--- config.mk ---
export PLATFORM = sky130hd
export DESIGN_NAME = pcu_top
export DESIGN_NICKNAME = d
export VERILOG_FILES = /design/src/rtl/pcu_pkg.sv /design/src/rtl/pcu_decide.sv /design/src/rtl/pcu_stack.sv /design/src/rtl/pcu_next.sv /design/src/rtl/pcu_top.sv
export SDC_FILE = /design/constraint.sdc
export NUM_CORES = 1
export LEC_CHECK = 0
export ABC_AREA = 1
export BUFFER_PORTS_ARGS = -buffer_cell sky130_fd_sc_hd__buf_4
export CAP_MARGIN = 0
export CORE_MARGIN = 1
export CORE_UTILIZATION = 40
export CTS_BUF_LIST = sky130_fd_sc_hd__clkbuf_2
export CTS_CLUSTER_DIAMETER = 200
export CTS_CLUSTER_SIZE = 28
export DETAILED_ROUTE_END_ITERATION = 10
export PLACE_DENSITY = 0.68
export SYNTH_ARGS = -nofsm -noshare
export SYNTH_HDL_FRONTEND = slang
export SYNTH_SLANG_ARGS = --single-unit
--- constraint.sdc ---
create_clock -name clk -period 2.7 [get_ports clk]
set_input_delay 0.54 -clock clk [delete_from_list [all_inputs] [get_ports clk]]
set_output_delay 0.54 -clock clk [all_outputs]
set_load 0.03 [all_outputs]
--- src/rtl/pcu_pkg.sv ---
package pcu_pkg;

  typedef enum logic [1:0] {
    SEL_INC = 2'd0,
    SEL_TGT = 2'd1,
    SEL_POP = 2'd2
  } pc_sel_e;

  typedef struct packed {
    logic ret;
    logic call;
    logic jump;
  } pc_ctl_t;

endpackage

--- src/rtl/pcu_decide.sv ---
module pcu_decide
  import pcu_pkg::*;
(
  input  logic    step,
  input  pc_ctl_t ctl,
  output pc_sel_e sel,
  output logic    push,
  output logic    pop,
  output logic    taken
);

  // Priority: return, then call, then jump, then sequential.
  always_comb begin
    sel  = SEL_INC;
    push = 1'b0;
    pop  = 1'b0;
    if (ctl.ret) begin
      sel = SEL_POP;
      pop = step;
    end else if (ctl.call) begin
      sel  = SEL_TGT;
      push = step;
    end else if (ctl.jump) begin
      sel = SEL_TGT;
    end
  end

  assign taken = step & (ctl.ret | ctl.call | ctl.jump);

endmodule

--- src/rtl/pcu_stack.sv ---
module pcu_stack #(
  parameter int AW    = 11,
  parameter int DEPTH = 2
) (
  input  logic          clk,
  input  logic          rst_n,
  input  logic          push,
  input  logic          pop,
  input  logic [AW-1:0] din,
  output logic [AW-1:0] top
);

  logic [AW-1:0] ent [DEPTH];

  assign top = ent[0];

  // Push shifts toward the deep end and drops the oldest entry.
  // Pop shifts toward the top; the deepest entry keeps its value.
  for (genvar i = 0; i < DEPTH; i++) begin : g_lvl
    if (i == 0) begin : g_top
      always_ff @(posedge clk or negedge rst_n) begin
        if (!rst_n)
          ent[i] <= '0;
        else if (push)
          ent[i] <= din;
        else if (pop && DEPTH > 1)
          ent[i] <= ent[(DEPTH > 1) ? 1 : 0];
      end
    end else if (i == DEPTH - 1) begin : g_deep
      always_ff @(posedge clk or negedge rst_n) begin
        if (!rst_n)
          ent[i] <= '0;
        else if (push)
          ent[i] <= ent[i-1];
      end
    end else begin : g_mid
      always_ff @(posedge clk or negedge rst_n) begin
        if (!rst_n)
          ent[i] <= '0;
        else if (push)
          ent[i] <= ent[i-1];
        else if (pop)
          ent[i] <= ent[i+1];
      end
    end
  end

endmodule

--- src/rtl/pcu_next.sv ---
module pcu_next
  import pcu_pkg::*;
#(
  parameter int PC_W     = 11,
  parameter int SMALL_AW = 9
) (
  input  logic [PC_W-1:0]     pc,
  input  pc_sel_e             sel,
  input  logic [SMALL_AW-1:0] tgt,
  input  logic                page_sel,
  input  logic                mem_large,
  input  logic [PC_W-1:0]     top,
  output logic [PC_W-1:0]     nxt
);

  localparam int LARGE_AW = SMALL_AW + 1;
  localparam logic [PC_W-1:0] SMALL_MASK = PC_W'((1 << SMALL_AW) - 1);
  localparam logic [PC_W-1:0] LARGE_MASK = PC_W'((1 << LARGE_AW) - 1);

  logic [PC_W-1:0] mask;
  logic [PC_W-1:0] jt;
  logic [PC_W-1:0] raw;

  assign mask = mem_large ? LARGE_MASK : SMALL_MASK;
  assign jt   = {{(PC_W - LARGE_AW){1'b0}}, page_sel & mem_large, tgt};

  always_comb begin
    case (sel)
      SEL_TGT: raw = jt;
      SEL_POP: raw = top;
      default: raw = pc + PC_W'(1);
    endcase
  end

  assign nxt = raw & mask;

endmodule

--- src/rtl/pcu_top.sv ---
module pcu_top
  import pcu_pkg::*;
#(
  parameter int PC_W     = 11,
  parameter int SMALL_AW = 9,
  parameter int DEPTH    = 2
) (
  input  logic                clk,
  input  logic                rst_n,
  input  logic                step,
  input  logic                mem_large,
  input  logic                page_sel,
  input  logic [SMALL_AW-1:0] tgt,
  input  logic                do_jump,
  input  logic                do_call,
  input  logic                do_ret,
  output logic [PC_W-1:0]     fetch_addr,
  output logic                flush
);

  pc_ctl_t         ctl;
  pc_sel_e         sel;
  logic            push;
  logic            pop;
  logic            taken;
  logic [PC_W-1:0] pc_q;
  logic [PC_W-1:0] nxt;
  logic [PC_W-1:0] top;

  assign ctl = '{ret: do_ret, call: do_call, jump: do_jump};

  pcu_decide u_decide (
    .step  (step),
    .ctl   (ctl),
    .sel   (sel),
    .push  (push),
    .pop   (pop),
    .taken (taken)
  );

  pcu_stack #(.AW(PC_W), .DEPTH(DEPTH)) u_stack (
    .clk   (clk),
    .rst_n (rst_n),
    .push  (push),
    .pop   (pop),
    .din   (pc_q),
    .top   (top)
  );

  pcu_next #(.PC_W(PC_W), .SMALL_AW(SMALL_AW)) u_next (
    .pc        (pc_q),
    .sel       (sel),
    .tgt       (tgt),
    .page_sel  (page_sel),
    .mem_large (mem_large),
    .top       (top),
    .nxt       (nxt)
  );

  always_ff @(posedge clk or negedge rst_n) begin
    if (!rst_n) begin
      pc_q  <= '0;
      flush <= 1'b0;
    end else begin
      flush <= taken;
      if (step)
        pc_q <= nxt;
    end
  end

  assign fetch_addr = pc_q;

endmodule

==> results of run 1 <==
[cells by family (layout without fill, tap and decap cells)]
logic type      after synthesis  count (layout)  synth area share
buf+inv                      44              71             0.112
fa+ha+maj                     1               1           0.00752
flops                        31              31             0.466
other cells                   1               1           0.00225
simple gates                 84              84             0.216
compound gates               57              57             0.196
[final cells by class]
cell class,instances,share of cell area
Inverter,35,0.0684
Clock buffer,5,0.0130
Tap cell,50,0.0326
Timing Repair Buffer,28,0.109
Sequential cell,31,0.404
Multi-Input combinational cell,143,0.365
Clock inverter,3,0.00781
[flip-flops by register name, indices dropped and copies added (netlist names)]
name / cells
fetch_addr: 10
flush: 1
u_stack.ent: 10
u_stack.top: 10
[metal layers]
layer | GRT usage | share of wire | up-vias
met5 | 0 | 0 | -
met4 | 0.106 | 0.031 | 0
li1 | - | - | 760
met1 | 0.264 | 0.48 | 658
met2 | 0.283 | 0.44 | 33
met3 | 0.0411 | 0.039 | 9
[worst register-to-register path, cell delays in order (launching register included)]
cell and delay, ns:
sky130_fd_sc_hd__dfrtp_1 0.50, sky130_fd_sc_hd__ha_1 0.23, sky130_fd_sc_hd__nand2_1 0.10, sky130_fd_sc_hd__nor2_2 0.17
sky130_fd_sc_hd__nand4_1 0.10, sky130_fd_sc_hd__nand2_1 0.08, sky130_fd_sc_hd__nand2_1 0.05, sky130_fd_sc_hd__a21oi_1 0.13
[power breakdown]
group / leakage [nW] / internal (mW) / switching [mW]
combinational: 0.600 / 0.135 / 0.222
sequential: 0.368 / 0.553 / 0.0650
clock: 0.0325 / 0.0592 / 0.166
total: 1.00 / 0.747 / 0.453
[through the flow]
stage / power, mW / instances / utilization
after floorplan: 0.861 / 218 / -
after global placement: 0.981 / 287 / 0.470
after detailed placement: 0.987 / 287 / 0.470
after CTS: 1.21 / 295 / 0.480
after global routing: 1.29 / 295 / 0.480
final: 1.20 / 295 / 0.480
[synth_stat cells (4+ instances only)]
master                     count  area [sq um]
sky130_fd_sc_hd__a21oi_1      13          65.1
sky130_fd_sc_hd__buf_2         5          25.0
sky130_fd_sc_hd__dfrtp_1      31           776
sky130_fd_sc_hd__inv_1        32           120
sky130_fd_sc_hd__nand2_1      53           199
sky130_fd_sc_hd__nand3_1       8          40.0
sky130_fd_sc_hd__nand4_1       6          37.5
sky130_fd_sc_hd__nor2_1       12          45.0
sky130_fd_sc_hd__o211ai_1      4          30.0
sky130_fd_sc_hd__o21a_1        6          45.0
sky130_fd_sc_hd__o21ai_0      19          95.1
sky130_fd_sc_hd__o21ai_1       7          35.0
sky130_fd_sc_hd__o22ai_1       4          25.0
[final timing paths]
check,start,end,slack (ns),cells past startpoint
setup / recovery,fetch_addr[5],fetch_addr[5],1.05,1
hold / removal,rst_n,u_stack.top[6],0.05,1
setup reg to reg,fetch_addr[0],fetch_addr[6],1.30,7
hold reg to reg,u_stack.ent[6],u_stack.ent[6],0.50,2
max in group asynchronous,rst_n,flush,2.35,1
min in group clk,tgt[8],fetch_addr[8],0.47,5
==> run summary, run 1 <==
category of the critical setup timing path -> register to primary output
Mapped Cells -> 218
Gates resized, CTS repair -> 0
global-route wire length before repair -> 6.16 mm
maximum number of pins on one net before global-route repair -> 32
leakage power figure -> 1.00 nW
via count of the first global-routing pass -> 1364
Tmin final -> 1.65 ns
number of distinct library cells after synthesis -> 24
Post-synth ARST share -> 1.00
slew margin rel. -> 0.603
clk_lat worst skew -> 0.38 ns
number of vias per cell after detailed routing -> 4.95
clock root buffer -> sky130_fd_sc_hd__clkbuf_2
placement row count -> 23
worst-margin pin slew -> 0.591 ns
GRT Overall Usage -> 0.193
total power per unit cell area -> 624 nW/um^2
most used flip-flop cell after synthesis -> sky130_fd_sc_hd__dfrtp_1
Worst path top cell family by delay -> flip-flops
grt total ovfl -> 0
CP max-delay cell -> sky130_fd_sc_hd__dfrtp_1
count of buffer and inverter cells on the critical path -> 1
wirelength, routed -> 3.63 mm
area of the mapped netlist -> 1660 sq um
Sink Count -> 31
area taken by flip-flops and latches -> 776 sq um
setup violation total in the final timing report -> 0
fmax -> 606 MHz
Largest stage delay, worst path -> 0.51 ns
I/O pin count -> 29
net count of the finished layout -> 262
total core area -> 4000 sq um
fraction of final layout cells sized beyond drive strength 1 -> 0.180
kind of path behind the tightest hold check -> input pin to async pin
crit path DAT -> 1.11 ns
Final Cycle Share -> 0.611
hold-fix buffers at CTS -> 0
Initial Utilization -> 0.416
synthesis-to-finish area growth -> 15.5%
Synthesized Nets -> 236
synthesis warning total -> 0
most used cells in the layout excluding fill and tap cells -> 53 x sky130_fd_sc_hd__nand2_1, 32 x sky130_fd_sc_hd__inv_1, 31 x sky130_fd_sc_hd__dfrtp_1, 28 x sky130_fd_sc_hd__buf_4, 18 x sky130_fd_sc_hd__o21ai_0
worst slack at placement -> 0.840 ns
number of violations reported at the end of detailed-routing iteration 0 -> 77
diode count -> 0
max-cap viol count -> 0
Setup Skew -> 0.0170 ns
clock slew seen by the registers of the worst setup and hold paths -> 0.17 ns
remaining number of nets flagged by the antenna check after routing -> 0
startpoint types -> register
required arrival time at the worst endpoint -> 2.16 ns
die height -> 66.5 um
type of element capturing the critical path -> primary output
die span in x -> 66.5 um
number of antenna violations at the first check in global routing -> 0
Fill cells -> 410
total of flip-flops plus latches after synthesis -> 31
largest driver fanout on the critical path -> 8
area occupied by multi-input gates -> 702 sq um
number of slew-limit violations in the final report -> 0
total number of vias -> 1460
number of buffer cells added on primary ports -> 27
minimum setup slack in the final design -> 1.05 ns
CP cell instances -> buf_4
Hold Violations, Final -> 0
RSZ-0062 raised after global routing -> false
number of remaining DRC errors -> 0
run status -> complete, no violations
most common cell after layout, fill and taps aside -> sky130_fd_sc_hd__nand2_1
number of buffers created by CTS -> 5
weighted congestion at the end of routability-driven global placement -> 0.830
fin area -> 1920 sq um
worst hold slack -> 0.0533 ns
full die area -> 4420 sq um
routed wirelength normalized by instance count -> 12.3 um
post-synthesis average cell area -> 7.63 sq um
DR pass1 iterations -> 4
half-perimeter wire length of the detailed placement result -> 2.70 mm
worst-case vdd ir drop -> 306 uV
number of synthesized flops with an enable pin -> 0
CTS tree -> done
post-route setup TNS -> 0 ns
buffers inserted during post-CTS setup optimization -> 0
largest buffer count on any clock path -> 2
number of H-tree branching levels -> 2
total cell area at the placement stage -> 1880 sq um
post-synthesis sequential area ratio -> 0.466
No activity file was read; power rests on OpenSTA's default activity.
==> run 2: changes to the inputs <==
- PLACE_DENSITY: 0.68 -> 0.71
- clock period: 2.7 -> 1.4 ns (I/O delays scaled with it)
==> run summary, run 2 (synthesis gave the netlist of run 1 again) <==
total number of vias -> 1503
post-route setup TNS -> 0 ns
placement row count -> 23
most used cells in the layout excluding fill and tap cells -> 52 x sky130_fd_sc_hd__nand2_1, 33 x sky130_fd_sc_hd__buf_4, 32 x sky130_fd_sc_hd__inv_1, 26 x sky130_fd_sc_hd__dfrtp_1, 18 x sky130_fd_sc_hd__o21ai_0
Setup Skew -> 0.0171 ns
required arrival time at the worst endpoint -> 1.12 ns
total cell area at the placement stage -> 1930 sq um
total power per unit cell area -> 1180 nW/um^2
number of remaining DRC errors -> 0
total core area -> 4000 sq um
I/O pin count -> 29
run status -> complete, no violations
die span in x -> 66.5 um
setup violation total in the final timing report -> 0
sum of internal, switching and leakage power -> 2.39 mW
Fill cells -> 381
startpoint types -> register
share of the core filled with cells -> 0.507
type of element capturing the critical path -> primary output
grt total ovfl -> 0
number of violations reported at the end of detailed-routing iteration 0 -> 86
full die area -> 4420 sq um
maximum number of pins on one net before global-route repair -> 32
number of buffer cells added on primary ports -> 27
fin area -> 2030 sq um
Hold Crit Endpoint -> u_stack.top[1]
origin of the worst min-delay path -> do_call
max-cap viol count -> 0
Sink Count -> 31
number of vias per cell after detailed routing -> 4.94
Initial Utilization -> 0.416
largest buffer count on any clock path -> 2
number of antenna violations at the first check in global routing -> 0
leakage power figure -> 1.04 nW
RSZ-0062 raised after global routing -> true
capturing point of the worst reg2reg path -> fetch_addr[8]
total instance count after detailed placement -> 293
number of buffers created by CTS -> 5
via count of the first global-routing pass -> 1326
clock slew seen by the registers of the worst setup and hold paths -> 0.16 ns
category of the critical setup timing path -> register to primary output
global-route wire length before repair -> 6.33 mm
routed wirelength normalized by instance count -> 12.6 um
worst-case vdd ir drop -> 490 uV
area occupied by multi-input gates -> 719 sq um
synthesis-to-finish area growth -> 21.8%
minimum setup slack in the final design -> 0.0461 ns
number of H-tree branching levels -> 2
worst hold slack -> 0.222 ns
wirelength, routed -> 3.84 mm
most common cell after layout, fill and taps aside -> sky130_fd_sc_hd__nand2_1
worst slack at placement -> 0.105 ns
half-perimeter wire length of the detailed placement result -> 2.81 mm
CTS tree -> done
beginning of the worst register-to-register path -> fetch_addr[0]
clk_lat worst skew -> 0.37 ns
Finished Layout Cells -> 304
fraction of final layout cells sized beyond drive strength 1 -> 0.240
DR pass1 iterations -> 4
kind of path behind the tightest hold check -> input pin to register
Final Cycle Share -> 0.967
worst-case register-to-register setup slack -> 0.11 ns
crit path DAT -> 1.07 ns
fmax -> 739 MHz
net count of the finished layout -> 271
weighted congestion at the end of routability-driven global placement -> 0.882
Tmin final -> 1.35 ns
die height -> 66.5 um
GRT Overall Usage -> 0.198
remaining number of nets flagged by the antenna check after routing -> 0
Hold Violations, Final -> 0
largest driver fanout on the critical path -> 7
hold path cells -> 3
number of cell instances on the worst register-to-register path -> 8
number of slew-limit violations in the final report -> 0
diode count -> 0
clock root buffer -> sky130_fd_sc_hd__clkbuf_2
area taken by flip-flops and latches -> 782 sq um
run 2: layout make-up:
class | instances | area share
clock inverters | 1 | 0.00247
clock buffers | 7 | 0.0173
repair buffers | 37 | 0.144
well taps | 50 | 0.0309
multi-input cells | 143 | 0.355
flip-flops and latches | 31 | 0.386
inverters | 35 | 0.0648
run 2: timing repair:
action / in CTS / in global routing
gates resized for setup: 2 / 9
endpoints found under the hold margin: 31 / 0
hold buffers: 1 / 0
buffers inserted: 1 / 1
setup endpoints to repair: 2 / 8
run 2: where the power goes:
group	switching, mW	internal [mW]	leakage [nW]
clock	0.303	0.136	0.0330
combinational	0.464	0.305	0.645
sequential	0.116	1.07	0.363
total	0.883	1.51	1.04
run 2: per-layer routing:
layer  track usage  wire length (um)  vias up
met5             0                 0        -
met4        0.0851                31        0
met3        0.0462               180        2
met2         0.292              1790       39
met1         0.276              1840      689
li1              -                 -      773
run 2: worst max-delay path by stage:
| stage | start | endpoint | slack [ns] | cells past startpoint |
|---|---|---|---|---|
| floorplan | fetch_addr[0] | fetch_addr[6] | 0.07 | 8 |
| global placement | do_ret | u_stack.top[4] | 0.15 | 7 |
| detailed placement | do_ret | u_stack.top[6] | 0.11 | 7 |
| CTS | fetch_addr[5] | fetch_addr[5] | 0.01 | 1 |
| global route | fetch_addr[0] | fetch_addr[8] | -0.04 | 8 |
| finish | fetch_addr[0] | fetch_addr[0] | 0.05 | 2 |
run 2: worst max-delay path, stage by stage (launching register included):
cell                      delay (ns)
sky130_fd_sc_hd__dfrtp_2        0.43
sky130_fd_sc_hd__buf_4          0.16
sky130_fd_sc_hd__buf_6          0.14
